<file path="src/rtl/fdf_pkg.sv">
package fdf_pkg;

    localparam int WORD_W     = 32;
    localparam int DESC_WORDS = 4;
    localparam int IDX_W      = $clog2(DESC_WORDS);
    localparam int DESC_BYTES = DESC_WORDS * (WORD_W / 8);

    typedef logic [WORD_W-1:0] word_t;

    // register select
    localparam logic SEL_NEXT   = 1'b0;
    localparam logic SEL_BRANCH = 1'b1;

    // branch register bits
    localparam int BR_ACTIVE = 0;
    localparam int BR_NOTIFY = 1;

    // command word bits
    localparam int CMD_EOF_EN = 21;
    localparam int CMD_SOF_EN = 22;
    localparam int CMD_PAL    = 26;

    // event vector positions
    localparam int EV_SOF    = 0;
    localparam int EV_EOF    = 1;
    localparam int EV_BRANCH = 2;
    localparam int EV_BUSERR = 3;
    localparam int NUM_EV    = 4;

    typedef enum logic [2:0] {
        S_IDLE, S_REQ0, S_REQ1, S_REQ2, S_REQ3, S_CHECK, S_ACTIVE
    } fsm_e;

    typedef struct packed {
        word_t src;
        word_t id;
        word_t cmd;
    } frame_info_t;

    function automatic word_t mask_next(input word_t w);
        return w & 32'hFFFF_FFF0;
    endfunction

    function automatic word_t mask_branch(input word_t w);
        return w & 32'hFFFF_FFF3;
    endfunction

    function automatic word_t cmd_length(input word_t c);
        return c & 32'h001F_FFFC;
    endfunction

    function automatic logic desc_in_window(input word_t a, input word_t base, input word_t size);
        logic [WORD_W:0] lo, hi, ea;
        lo = {1'b0, base};
        hi = {1'b0, base} + {1'b0, size};
        ea = {1'b0, a};
        return (ea >= lo) && (ea + (WORD_W+1)'(DESC_BYTES) <= hi);
    endfunction

    function automatic logic src_in_window(input word_t a, input word_t base, input word_t size);
        logic [WORD_W:0] lo, hi, ea;
        lo = {1'b0, base};
        hi = {1'b0, base} + {1'b0, size};
        ea = {1'b0, a};
        return (a != '0) && (ea >= lo) && (ea <= hi);
    endfunction

    function automatic logic is_req(input fsm_e s);
        return (s == S_REQ0) || (s == S_REQ1) || (s == S_REQ2) || (s == S_REQ3);
    endfunction

    function automatic logic [IDX_W-1:0] req_index(input fsm_e s);
        case (s)
            S_REQ1:  return IDX_W'(1);
            S_REQ2:  return IDX_W'(2);
            S_REQ3:  return IDX_W'(3);
            default: return IDX_W'(0);
        endcase
    endfunction

endpackage

</file>
<file path="src/rtl/fdf_regs.sv">
module fdf_regs
    import fdf_pkg::*;
(
    input  logic  clk,
    input  logic  rst,
    input  logic  cfg_we,
    input  logic  cfg_sel,
    input  word_t cfg_wdata,
    input  logic  take_branch,
    input  logic  nd_load,
    input  word_t nd_value,
    output word_t nd_q,
    output word_t br_q
);

    logic wr_next, wr_branch;
    assign wr_next   = cfg_we && (cfg_sel == SEL_NEXT);
    assign wr_branch = cfg_we && (cfg_sel == SEL_BRANCH);

    // software write wins over a fetch update in the same cycle
    always_ff @(posedge clk) begin
        if (rst) begin
            nd_q <= '0;
        end else if (wr_next) begin
            nd_q <= mask_next(cfg_wdata);
        end else if (nd_load) begin
            nd_q <= nd_value;
        end
    end

    always_ff @(posedge clk) begin
        if (rst) begin
            br_q <= '0;
        end else if (wr_branch) begin
            br_q <= mask_branch(cfg_wdata);
        end else if (take_branch) begin
            br_q[BR_ACTIVE] <= 1'b0;
        end
    end

    assert_next_masked_R1: assert property (@(posedge clk) disable iff (rst)
        wr_next |=> (nd_q[3:0] == 4'h0) && (nd_q[WORD_W-1:4] == $past(cfg_wdata[WORD_W-1:4])));

    assert_branch_masked_R1: assert property (@(posedge clk) disable iff (rst)
        wr_branch |=> (br_q[3:2] == 2'b00));

    assert_branch_clear_R3: assert property (@(posedge clk) disable iff (rst)
        (take_branch && !cfg_we) |=> !br_q[BR_ACTIVE]);

endmodule

</file>
<file path="src/rtl/fdf_fetch.sv">
module fdf_fetch
    import fdf_pkg::*;
#(
    parameter word_t WIN_BASE = 32'h1000_0000,
    parameter word_t WIN_SIZE = 32'h0001_0000
)(
    input  logic        clk,
    input  logic        rst,
    input  logic        sof_trig,
    input  logic        chan_en,
    input  logic        frame_done,
    input  word_t       nd_q,
    input  word_t       br_q,
    output logic        mem_req,
    output word_t       mem_addr,
    input  logic        mem_gnt,
    input  logic        mem_rvalid,
    input  word_t       mem_rdata,
    output logic        take_branch,
    output logic        nd_load,
    output word_t       nd_value,
    output frame_info_t info,
    output logic        active,
    output logic [NUM_EV-1:0] ev_req
);

    fsm_e              state_q;
    logic              wait_q;
    word_t             base_q;
    word_t             stage_src_q, stage_id_q;
    frame_info_t       info_q;

    logic              fetch_start, in_req, resp, src_ok, pal, desc_ok;
    logic [IDX_W-1:0]  idx;
    word_t             desc_addr;

    assign fetch_start = (state_q == S_IDLE) && sof_trig && chan_en;
    assign desc_addr   = br_q[BR_ACTIVE] ? (br_q & 32'hFFFF_FFF0) : nd_q;
    assign desc_ok     = desc_in_window(desc_addr, WIN_BASE, WIN_SIZE);
    assign take_branch = fetch_start && br_q[BR_ACTIVE];

    assign in_req   = is_req(state_q);
    assign idx      = req_index(state_q);
    assign mem_req  = in_req && !wait_q;
    assign mem_addr = base_q + {{(WORD_W-IDX_W-2){1'b0}}, idx, 2'b00};
    assign resp     = in_req && wait_q && mem_rvalid;

    assign nd_load  = resp && (idx == IDX_W'(0));
    assign nd_value = mem_rdata;

    assign src_ok = src_in_window(info_q.src, WIN_BASE, WIN_SIZE);
    assign pal    = info_q.cmd[CMD_PAL];

    always_comb begin
        ev_req            = '0;
        ev_req[EV_SOF]    = (state_q == S_CHECK) && src_ok && !pal && info_q.cmd[CMD_SOF_EN];
        ev_req[EV_EOF]    = (state_q == S_ACTIVE) && frame_done && !pal && info_q.cmd[CMD_EOF_EN];
        ev_req[EV_BRANCH] = take_branch && br_q[BR_NOTIFY];
        ev_req[EV_BUSERR] = (state_q == S_CHECK) && !src_ok;
    end

    always_ff @(posedge clk) begin
        if (rst) begin
            state_q     <= S_IDLE;
            wait_q      <= 1'b0;
            base_q      <= '0;
            stage_src_q <= '0;
            stage_id_q  <= '0;
            info_q      <= '0;
        end else begin
            case (state_q)
                S_IDLE: begin
                    if (fetch_start) begin
                        if (desc_ok) begin
                            base_q  <= desc_addr;
                            wait_q  <= 1'b0;
                            state_q <= S_REQ0;
                        end else begin
                            info_q.src <= '0;
                            state_q    <= S_CHECK;
                        end
                    end
                end
                S_REQ0, S_REQ1, S_REQ2, S_REQ3: begin
                    if (mem_req && mem_gnt) begin
                        wait_q <= 1'b1;
                    end
                    if (resp) begin
                        wait_q <= 1'b0;
                        case (state_q)
                            S_REQ0: state_q <= S_REQ1;
                            S_REQ1: begin
                                stage_src_q <= mem_rdata;
                                state_q     <= S_REQ2;
                            end
                            S_REQ2: begin
                                stage_id_q <= mem_rdata;
                                state_q    <= S_REQ3;
                            end
                            default: begin
                                info_q.src <= stage_src_q;
                                info_q.id  <= stage_id_q;
                                info_q.cmd <= mem_rdata;
                                state_q    <= S_CHECK;
                            end
                        endcase
                    end
                end
                S_CHECK: state_q <= src_ok ? S_ACTIVE : S_IDLE;
                S_ACTIVE: if (frame_done) state_q <= S_IDLE;
                default: state_q <= S_IDLE;
            endcase
        end
    end

    assign info   = info_q;
    assign active = (state_q == S_ACTIVE);

    assert_req_held_R6: assert property (@(posedge clk) disable iff (rst)
        (mem_req && !mem_gnt) |=> (mem_req && $stable(mem_addr)));

    assert_one_outstanding_R6: assert property (@(posedge clk) disable iff (rst)
        (mem_req && mem_gnt) |=> !mem_req);

    assert_bad_desc_no_req_R5: assert property (@(posedge clk) disable iff (rst)
        (fetch_start && !desc_ok) |=> (!mem_req && info_q.src == '0));

    assert_id_stable_R7: assert property (@(posedge clk) disable iff (rst)
        (state_q != S_REQ3) |=> $stable(info_q.id));

    assert_trig_ignored_R2: assert property (@(posedge clk) disable iff (rst)
        (state_q == S_IDLE && !chan_en) |=> (state_q == S_IDLE));

endmodule

</file>
<file path="src/rtl/fdf_events.sv">
module fdf_events
    import fdf_pkg::*;
(
    input  logic              clk,
    input  logic              rst,
    input  logic [NUM_EV-1:0] ev_req,
    output logic [NUM_EV-1:0] ev_q
);

    for (genvar i = 0; i < NUM_EV; i++) begin : g_ev
        always_ff @(posedge clk) begin
            if (rst) ev_q[i] <= 1'b0;
            else     ev_q[i] <= ev_req[i];
        end

        assert_single_pulse_R11: assert property (@(posedge clk) disable iff (rst)
            ev_q[i] |=> !ev_q[i]);
    end

endmodule

</file>
<file path="src/rtl/desc_chain_fetcher.sv">
module desc_chain_fetcher
    import fdf_pkg::*;
#(
    parameter logic [31:0] WIN_BASE = 32'h1000_0000,
    parameter logic [31:0] WIN_SIZE = 32'h0001_0000
)(
    input  logic        clk,
    input  logic        rst,
    input  logic        cfg_we,
    input  logic        cfg_sel,
    input  logic [31:0] cfg_wdata,
    input  logic        chan_en,
    input  logic        sof_trig,
    input  logic        frame_done,
    output logic        mem_req,
    output logic [31:0] mem_addr,
    input  logic        mem_gnt,
    input  logic        mem_rvalid,
    input  logic [31:0] mem_rdata,
    output logic [31:0] desc_ptr,
    output logic [31:0] branch_reg,
    output logic [31:0] src_addr,
    output logic [31:0] frame_id,
    output logic [31:0] cmd_word,
    output logic [31:0] xfer_len,
    output logic        pal_load,
    output logic        frame_active,
    output logic        ev_sof,
    output logic        ev_eof,
    output logic        ev_branch,
    output logic        ev_buserr
);

    word_t             nd_q, br_q, nd_value;
    logic              take_branch, nd_load;
    frame_info_t       info;
    logic [NUM_EV-1:0] ev_req, ev_q;

    fdf_regs u_regs (
        .clk         (clk),
        .rst         (rst),
        .cfg_we      (cfg_we),
        .cfg_sel     (cfg_sel),
        .cfg_wdata   (cfg_wdata),
        .take_branch (take_branch),
        .nd_load     (nd_load),
        .nd_value    (nd_value),
        .nd_q        (nd_q),
        .br_q        (br_q)
    );

    fdf_fetch #(
        .WIN_BASE (WIN_BASE),
        .WIN_SIZE (WIN_SIZE)
    ) u_fetch (
        .clk         (clk),
        .rst         (rst),
        .sof_trig    (sof_trig),
        .chan_en     (chan_en),
        .frame_done  (frame_done),
        .nd_q        (nd_q),
        .br_q        (br_q),
        .mem_req     (mem_req),
        .mem_addr    (mem_addr),
        .mem_gnt     (mem_gnt),
        .mem_rvalid  (mem_rvalid),
        .mem_rdata   (mem_rdata),
        .take_branch (take_branch),
        .nd_load     (nd_load),
        .nd_value    (nd_value),
        .info        (info),
        .active      (frame_active),
        .ev_req      (ev_req)
    );

    fdf_events u_events (
        .clk    (clk),
        .rst    (rst),
        .ev_req (ev_req),
        .ev_q   (ev_q)
    );

    assign desc_ptr   = nd_q;
    assign branch_reg = br_q;
    assign src_addr   = info.src;
    assign frame_id   = info.id;
    assign cmd_word   = info.cmd;
    assign xfer_len   = cmd_length(info.cmd);
    assign pal_load   = info.cmd[CMD_PAL];

    assign ev_sof    = ev_q[EV_SOF];
    assign ev_eof    = ev_q[EV_EOF];
    assign ev_branch = ev_q[EV_BRANCH];
    assign ev_buserr = ev_q[EV_BUSERR];

    assert_err_excludes_sof_R8: assert property (@(posedge clk) disable iff (rst)
        !(ev_buserr && ev_sof));

    assert_eof_after_done_R9: assert property (@(posedge clk) disable iff (rst)
        ev_eof |-> $past(frame_done));

    assert_palette_quiet_R10: assert property (@(posedge clk) disable iff (rst)
        (ev_sof || ev_eof) |-> !pal_load);

    assert_branch_notify_R4: assert property (@(posedge clk) disable iff (rst)
        ev_branch |-> ($past(branch_reg[1]) && $past(branch_reg[0]) && $fell(branch_reg[0])));

endmodule

</file>
<file path="config.mk">
export PLATFORM = sky130hd
export DESIGN_NAME = desc_chain_fetcher
export DESIGN_NICKNAME = d
export VERILOG_FILES = /design/src/rtl/fdf_pkg.sv /design/src/rtl/fdf_regs.sv /design/src/rtl/fdf_fetch.sv /design/src/rtl/fdf_events.sv /design/src/rtl/desc_chain_fetcher.sv
export SDC_FILE = /design/constraint.sdc
export NUM_CORES = 1
export LEC_CHECK = 0
export ABC_AREA = 1
export CELL_PAD_IN_SITES_DETAIL_PLACEMENT = 1
export CELL_PAD_IN_SITES_GLOBAL_PLACEMENT = 2
export CORE_ASPECT_RATIO = 2
export CORE_MARGIN = 2
export CORE_UTILIZATION = 24
export DETAILED_ROUTE_END_ITERATION = 10
export GPL_TIMING_DRIVEN = 0
export MAX_ROUTING_LAYER = met4
export PLACE_DENSITY_LB_ADDON = 0.1
export SLEW_MARGIN = 20
export SYNTH_ARGS = -nofsm -noshare
export SYNTH_HDL_FRONTEND = slang
export SYNTH_HIERARCHICAL = 1
export SYNTH_SLANG_ARGS = --single-unit
</file>
<file path="constraint.sdc">
create_clock -name clk -period 4.02 [get_ports clk]
set_input_delay 0.804 -clock clk [delete_from_list [all_inputs] [get_ports clk]]
set_output_delay 0.804 -clock clk [all_outputs]
set_load 0.01 [all_outputs]
</file>
**Word-level counts from Yosys, hierarchy flattened**

Index checks and enable logic that the tools add are counted.

- Add/subtract/negate cells: 2
- Order comparisons: 4
- Equality and inequality tests: 13
- Muxes and demuxes: 23
- Bitwise gates (word level): 2
- Reductions and logical operators: 43

Operators with widths:

| kind | count |
|---|---|
| 96-bit 2-to-1 mux | 2 |
| 32-bit 2-to-1 mux | 5 |
| 32-bit by 29-bit greater-or-equal comparator with 1-bit output, second input constant | 2 |
| 32-bit one-hot mux with 2 select lines | 1 |
| 32-bit by 5-bit adder with 33-bit output, second input constant | 1 |
| 33-bit by 29-bit less-or-equal comparator with 1-bit output, second input constant | 1 |
| 32-bit by 4-bit adder with 32-bit output | 1 |
| 32-bit by 29-bit less-or-equal comparator with 1-bit output, second input constant | 1 |
| 32-bit nonzero test | 1 |
| 1-bit logical AND | 21 |
| 3-bit 2-to-1 mux | 5 |
| 3-bit AND reduction | 5 |
| 3-bit one-hot mux with 4 select lines | 1 |
| 3-bit equality test, second input constant | 3 |
| 3-bit one-hot mux with 3 select lines | 1 |
| 3-bit by 2-bit equality test with 1-bit output, second input constant | 2 |
| 1-bit 2-to-1 mux | 6 |
| 2-bit by 1-bit != test with 1-bit output, second input constant | 3 |
| 2-bit != test, second input constant | 3 |
| 2-bit one-hot mux with 3 select lines | 1 |
| 2-bit nonzero test | 3 |
| 5-bit AND reduction | 1 |
| 4-bit AND reduction | 1 |
| 4-bit OR reduction | 1 |
| other kinds (10) | 15 |

- Register bits after elaboration: 262
- Output and inout port bits: 231
- Word-level logic and storage cells: 103

**Logic depth before layout (Yosys ltp)**

Gate-level depths: netlist of the first run.

- Word-level depth: 9
- Depth in mapped cells: 22
- Depth with buffers taken out: 20

**Hierarchy**

Netlist of the first run, hierarchy kept.

By module, submodules not included:

| module | times used | cells each | area an instance (um^2) |
|---|---|---|---|
| fdf_fetch | 1 | 1394 | 9321.4 |
| fdf_regs | 1 | 402 | 2741.4 |
| desc_chain_fetcher | 1 | 34 | 251.5 |
| fdf_events | 1 | 12 | 110.1 |

**Worst setup path before layout of the first run**

No wires, ideal clock.

- Kind: reg2out
- Start: register u_fetch.state_q[2]
- End: output port mem_addr[30]
- Arrival time: 3.434 ns
- Data required time: 3.216 ns
- Setup slack: -0.218 ns
- Stages on the path, launching flop included: 21
- Buffers on the path: 1
- Cell sequence: dfxtp_1 -> clkbuf_1 -> inv_1 -> nor2_1 -> inv_1 -> nand2_1 -> ha_1 -> inv_1 -> fa_1 -> nor2_1 -> nand3_1 -> nor3_1 -> nand3_1 -> nor2_1 -> nand3_1 -> nor3_1 -> nand3_1 -> nor2_1 -> nand2_1 -> nor2_1 -> xor2_1

- Cells in the longest elaborated chain, start to end: 3
- Elaborated cells on any way between the ends: 5
- Classes of those cells: add/sub (1); eq/ne (3); mux (1)

Ends and longest elaborated chain:

| item | RTL line | text |
|---|---|---|
| start: declaration | fdf_fetch.sv:27 | `fsm_e state_q;` |
| start signal: assignment | fdf_fetch.sv:109 | `S_CHECK: state_q <= src_ok ? S_ACTIVE : S_IDLE;` |
| 3-bit equality test / 3-bit by 2-bit equality test with 1-bit output (equally long branches) | fdf_pkg.sv:73 | `case (s)` |
| 2-bit one-hot mux with 3 select lines (*) | fdf_pkg.sv:73 |  |
| 32-bit by 4-bit adder with 32-bit output (*) | fdf_fetch.sv:45 | `assign mem_addr = base_q + {{(WORD_W-IDX_W-2){1'b0}}, idx, 2'b00};` |
| end: declaration | desc_chain_fetcher.sv:16 | `output logic [31:0] mem_addr,` |

Every way passes the cells marked *; elsewhere a longest branch is shown, timed or not.

**Worst setup path after layout of the first run**

- Start: register u_fetch.state_q[0]
- End: output port mem_addr[22]

Same word-level chain as after synthesis.

==> results.cfg, run 1 <==
[finish]
nNetsFinal = 2307
num-fill-cells = 6378
stdcell_count = 2912
layout-drive-gt1-share = 0.139
layout_commonest_cell = nor2_1
postLayoutCoreUtil = 0.346
stdcell_area_um2 = 17800
layout_common_cells = nor2_1 (383), nand2_1 (359), clkdlybuf4s50_1 (260), dfxtp_1 (258), o21ai_0 (174)
syn2layout_area_growth_pct = 43.6

[setup_path]
regToRegStartpoint = u_regs/br_q[0]
criticalPathCategory = reg -> out
worst-path-max-fanout = 4
path_cells = buf_6 > inv_4 > nor3_2 > inv_1 > nand2_2 > inv_2 > fa_2 > nor2_4 > nand3_4 > nor3_4 > nand3_2 > nor2_2 > nand3_2 > nor3_4 > nand3_2 > nor2_4 > buf_4 > a31oi_1 > a21oi_1 > buf_2
cp_top_family = simple AND/OR/NAND/NOR gates
crit_arrival_ns = 3.67
required_ns = 3.22
crit_start = u_fetch/state_q[0]
endpoint_kind = output pin
critical_path_buf_inv_count = 6
cp-start-kind = register
cp_slowest_stage_delay_ns = 0.39
cp_slowest_cell = dfxtp_4
path_common_cell = nand3_2

[synth]
synth_mux_area_frac = 0
synth-simple-area-share = 0.301
synth_seq_cells = 262
synth-adder-area-share = 0.00363
syn_avg_cell_area_um2 = 6.75
synthTopCellsByArea = dfxtp_1 (42%), nor2_1 (12%), nand2_1 (11%), o21ai_0 (7.0%), buf_4 (4.9%)
synth_warnings = 6
syn_area_um2 = 12400
yosysTopAreaCellShare = 0.422
synth_cells = 1842
yosysTopAreaCell = dfxtp_1
synth-compound-area-share = 0.123
synthFlopType = dfxtp_1
synth-edff-count = 0
synth_cell_types = 40
async_reset_ff_frac = 0
synth_top_family_by_area = simple AND/OR/NAND/NOR gates
synth_xor_area_frac = 0.0204
synth_seq_area_share = 0.422

[detailed_routing]
wl_per_cell_um = 21.3
num_vias = 13181
drt_iter0_drc = 403
postRouteAntennaNets = 0
dr.pass1.iters = 5
drc_errors = 0
vias_per_cell = 4.53
wirelength_um = 62100

[floorplan]
pin_count = 304
die_w_um = 165
start_util = 0.241
die_h_um = 326
core_um2 = 51500
die_area_um2 = 53700
row_count = 118

[clock_tree]
cts_max_path_buffers = 3
cts_tree = yes
cts_buffers = 28
clk_latency_ns = 0.59
h-tree-depth = 1
root_buffer = clkbuf_16
clock_sinks = 262
path_clk_slew_ns = 0.06

[grt]
antenna_found_initial = 2
grt_overflow_total = 0
grt_pass1_vias = 14256
grt_max_degree = 15
grt_pass1_wl_um = 90600
global_route.usage.met2 = 0.455
gr-usage-met3 = 0.0264
use_met1 = 0.220
grt_use_total = 0.237
busiest_layer = met2

[timing]
period_share = 1.11
tightest_slew_ns = 1.06
skew_ns = 0.0201
setup_viol = 17
fmax_ghz = 0.223
final.hold.worst_slack_ns = 0.470
maxSlewViolCount = 0
rsz0062_at_grt = yes
timing.slew.headroom = 0.289
hold_viol = 0
period_needed_ns = 4.48
tns_ns = -4.13
finalWorstSetupSlack_ns = -0.458

[hold_path]
hp-class = reg -> reg
min_from = u_fetch/stage_src_q[22]

[power_and_ir_drop]
worst_ir_drop_vdd_v = 0.000298
finalPower_mw = 7.15
powerDensity_nw_per_um2 = 401
p_leak_nw = 7.83

[placement]
post-place-ws_ns = -1.23
dpl.cell_count = 2801
port_buffers = 286
gp_congestion = 0.928
placed_area_um2 = 16200
hpwl_um = 50100

[flow_run]
drv_cap = 0

[run_status]
status = finished with violations
failed_checks = setup timing
worst reg2reg max path, stage by stage, from the launching register on:
cell and delay (ns):
dfxtp_2 0.38, inv_2 0.12, buf_4 0.24, nand2_1 0.09, nand2_1 0.27, nand2_1 0.25, nor2_1 0.31, nand2_1 0.11
nor2_2 0.29, xor2_1 0.11, nor2_1 0.16, nand2_1 0.08, nor2_1 0.10, nor2_1 0.05, nand2_1 0.24, nand3_2 0.20
nand2_4 0.17, buf_6 0.17, nand2_1 0.06, a21oi_1 0.16
timing repair:
item / CTS / global route
resized for setup: 142 / 38
endpoints found under the setup margin: 25 / 87
pin swaps: 32 / 33
hold buffers: 0 / 0
buffers inserted: 52 / 20
logic make-up after synthesis:
kind of cell | Yosys count
adders and majority gates | 3
buffers and inverters | 326
DFF | 262
xor gates and xnor gates | 29
and+or+nand+nor | 923
AOI/OAI and AO/OA | 297
other | 2
flip-flops by register name, summed over array words and instances, names as in the netlist:
name and count:
u_fetch/info 96, u_fetch/stage_src_q 32, u_events/ev_q 4, u_fetch/base_q 32
u_fetch/wait_q 1, u_regs/br_q 30, u_fetch/stage_id_q 32, u_fetch/state_q 3
u_regs/nd_q 32
per-layer routing:
metal / wire length, um / up-vias
met5: 0 / -
met4: 4290 / 0
met3: 2270 / 129
met2: 34200 / 338
met1: 21300 / 6195
li1: - / 6519
where the power goes:
group / switching [mW] / internal, mW / total (mW)
Combinational: 0.853 / 0.660 / 1.51
Sequential: 0.125 / 2.71 / 2.83
Clock: 1.17 / 1.63 / 2.80
Total: 2.15 / 5.00 / 7.15
worst paths after layout:
check,end,slack [ns],depth (start not counted)
max,mem_addr[22],-0.46,20
min reg2reg,u_fetch/info[86],0.47,2
min,u_fetch/info[86],0.47,2
max reg2reg,u_fetch/info[78],0.37,19
layout make-up:
class                   count  area, um^2  share of cell area
flip-flops and latches    262        5260               0.295
inverters                 158         611              0.0342
well taps                 660         826              0.0463
plain buffers             166        1000              0.0563
clock inverters            10         176             0.00989
multi-input cells        1267        5900               0.331
clock buffers              38         788              0.0442
diodes                      3        7.51            0.000421
repair buffers            348        3260               0.183
cells in the mapped netlist, drive strengths merged (2+ instances only):
library cell / n
nor4: 8
nor3: 17
dfxtp: 262
a31oi: 5
xnor2: 4
ha: 2
or2: 3
buf: 110
clkbuf: 58
xor2: 25
nand4: 17
nor2: 404
nand3: 105
a21oi: 92
conb: 2
o21ai: 196
nand2: 365
inv: 158
Note: power is estimated with default switching activity, not from simulation.
==> inputs of run 2 (changes only) <==
CAP_MARGIN = 10   (was default)
==> results of run 2 <==
No change in the layout: final DEF, timing and power equal those of run 1.
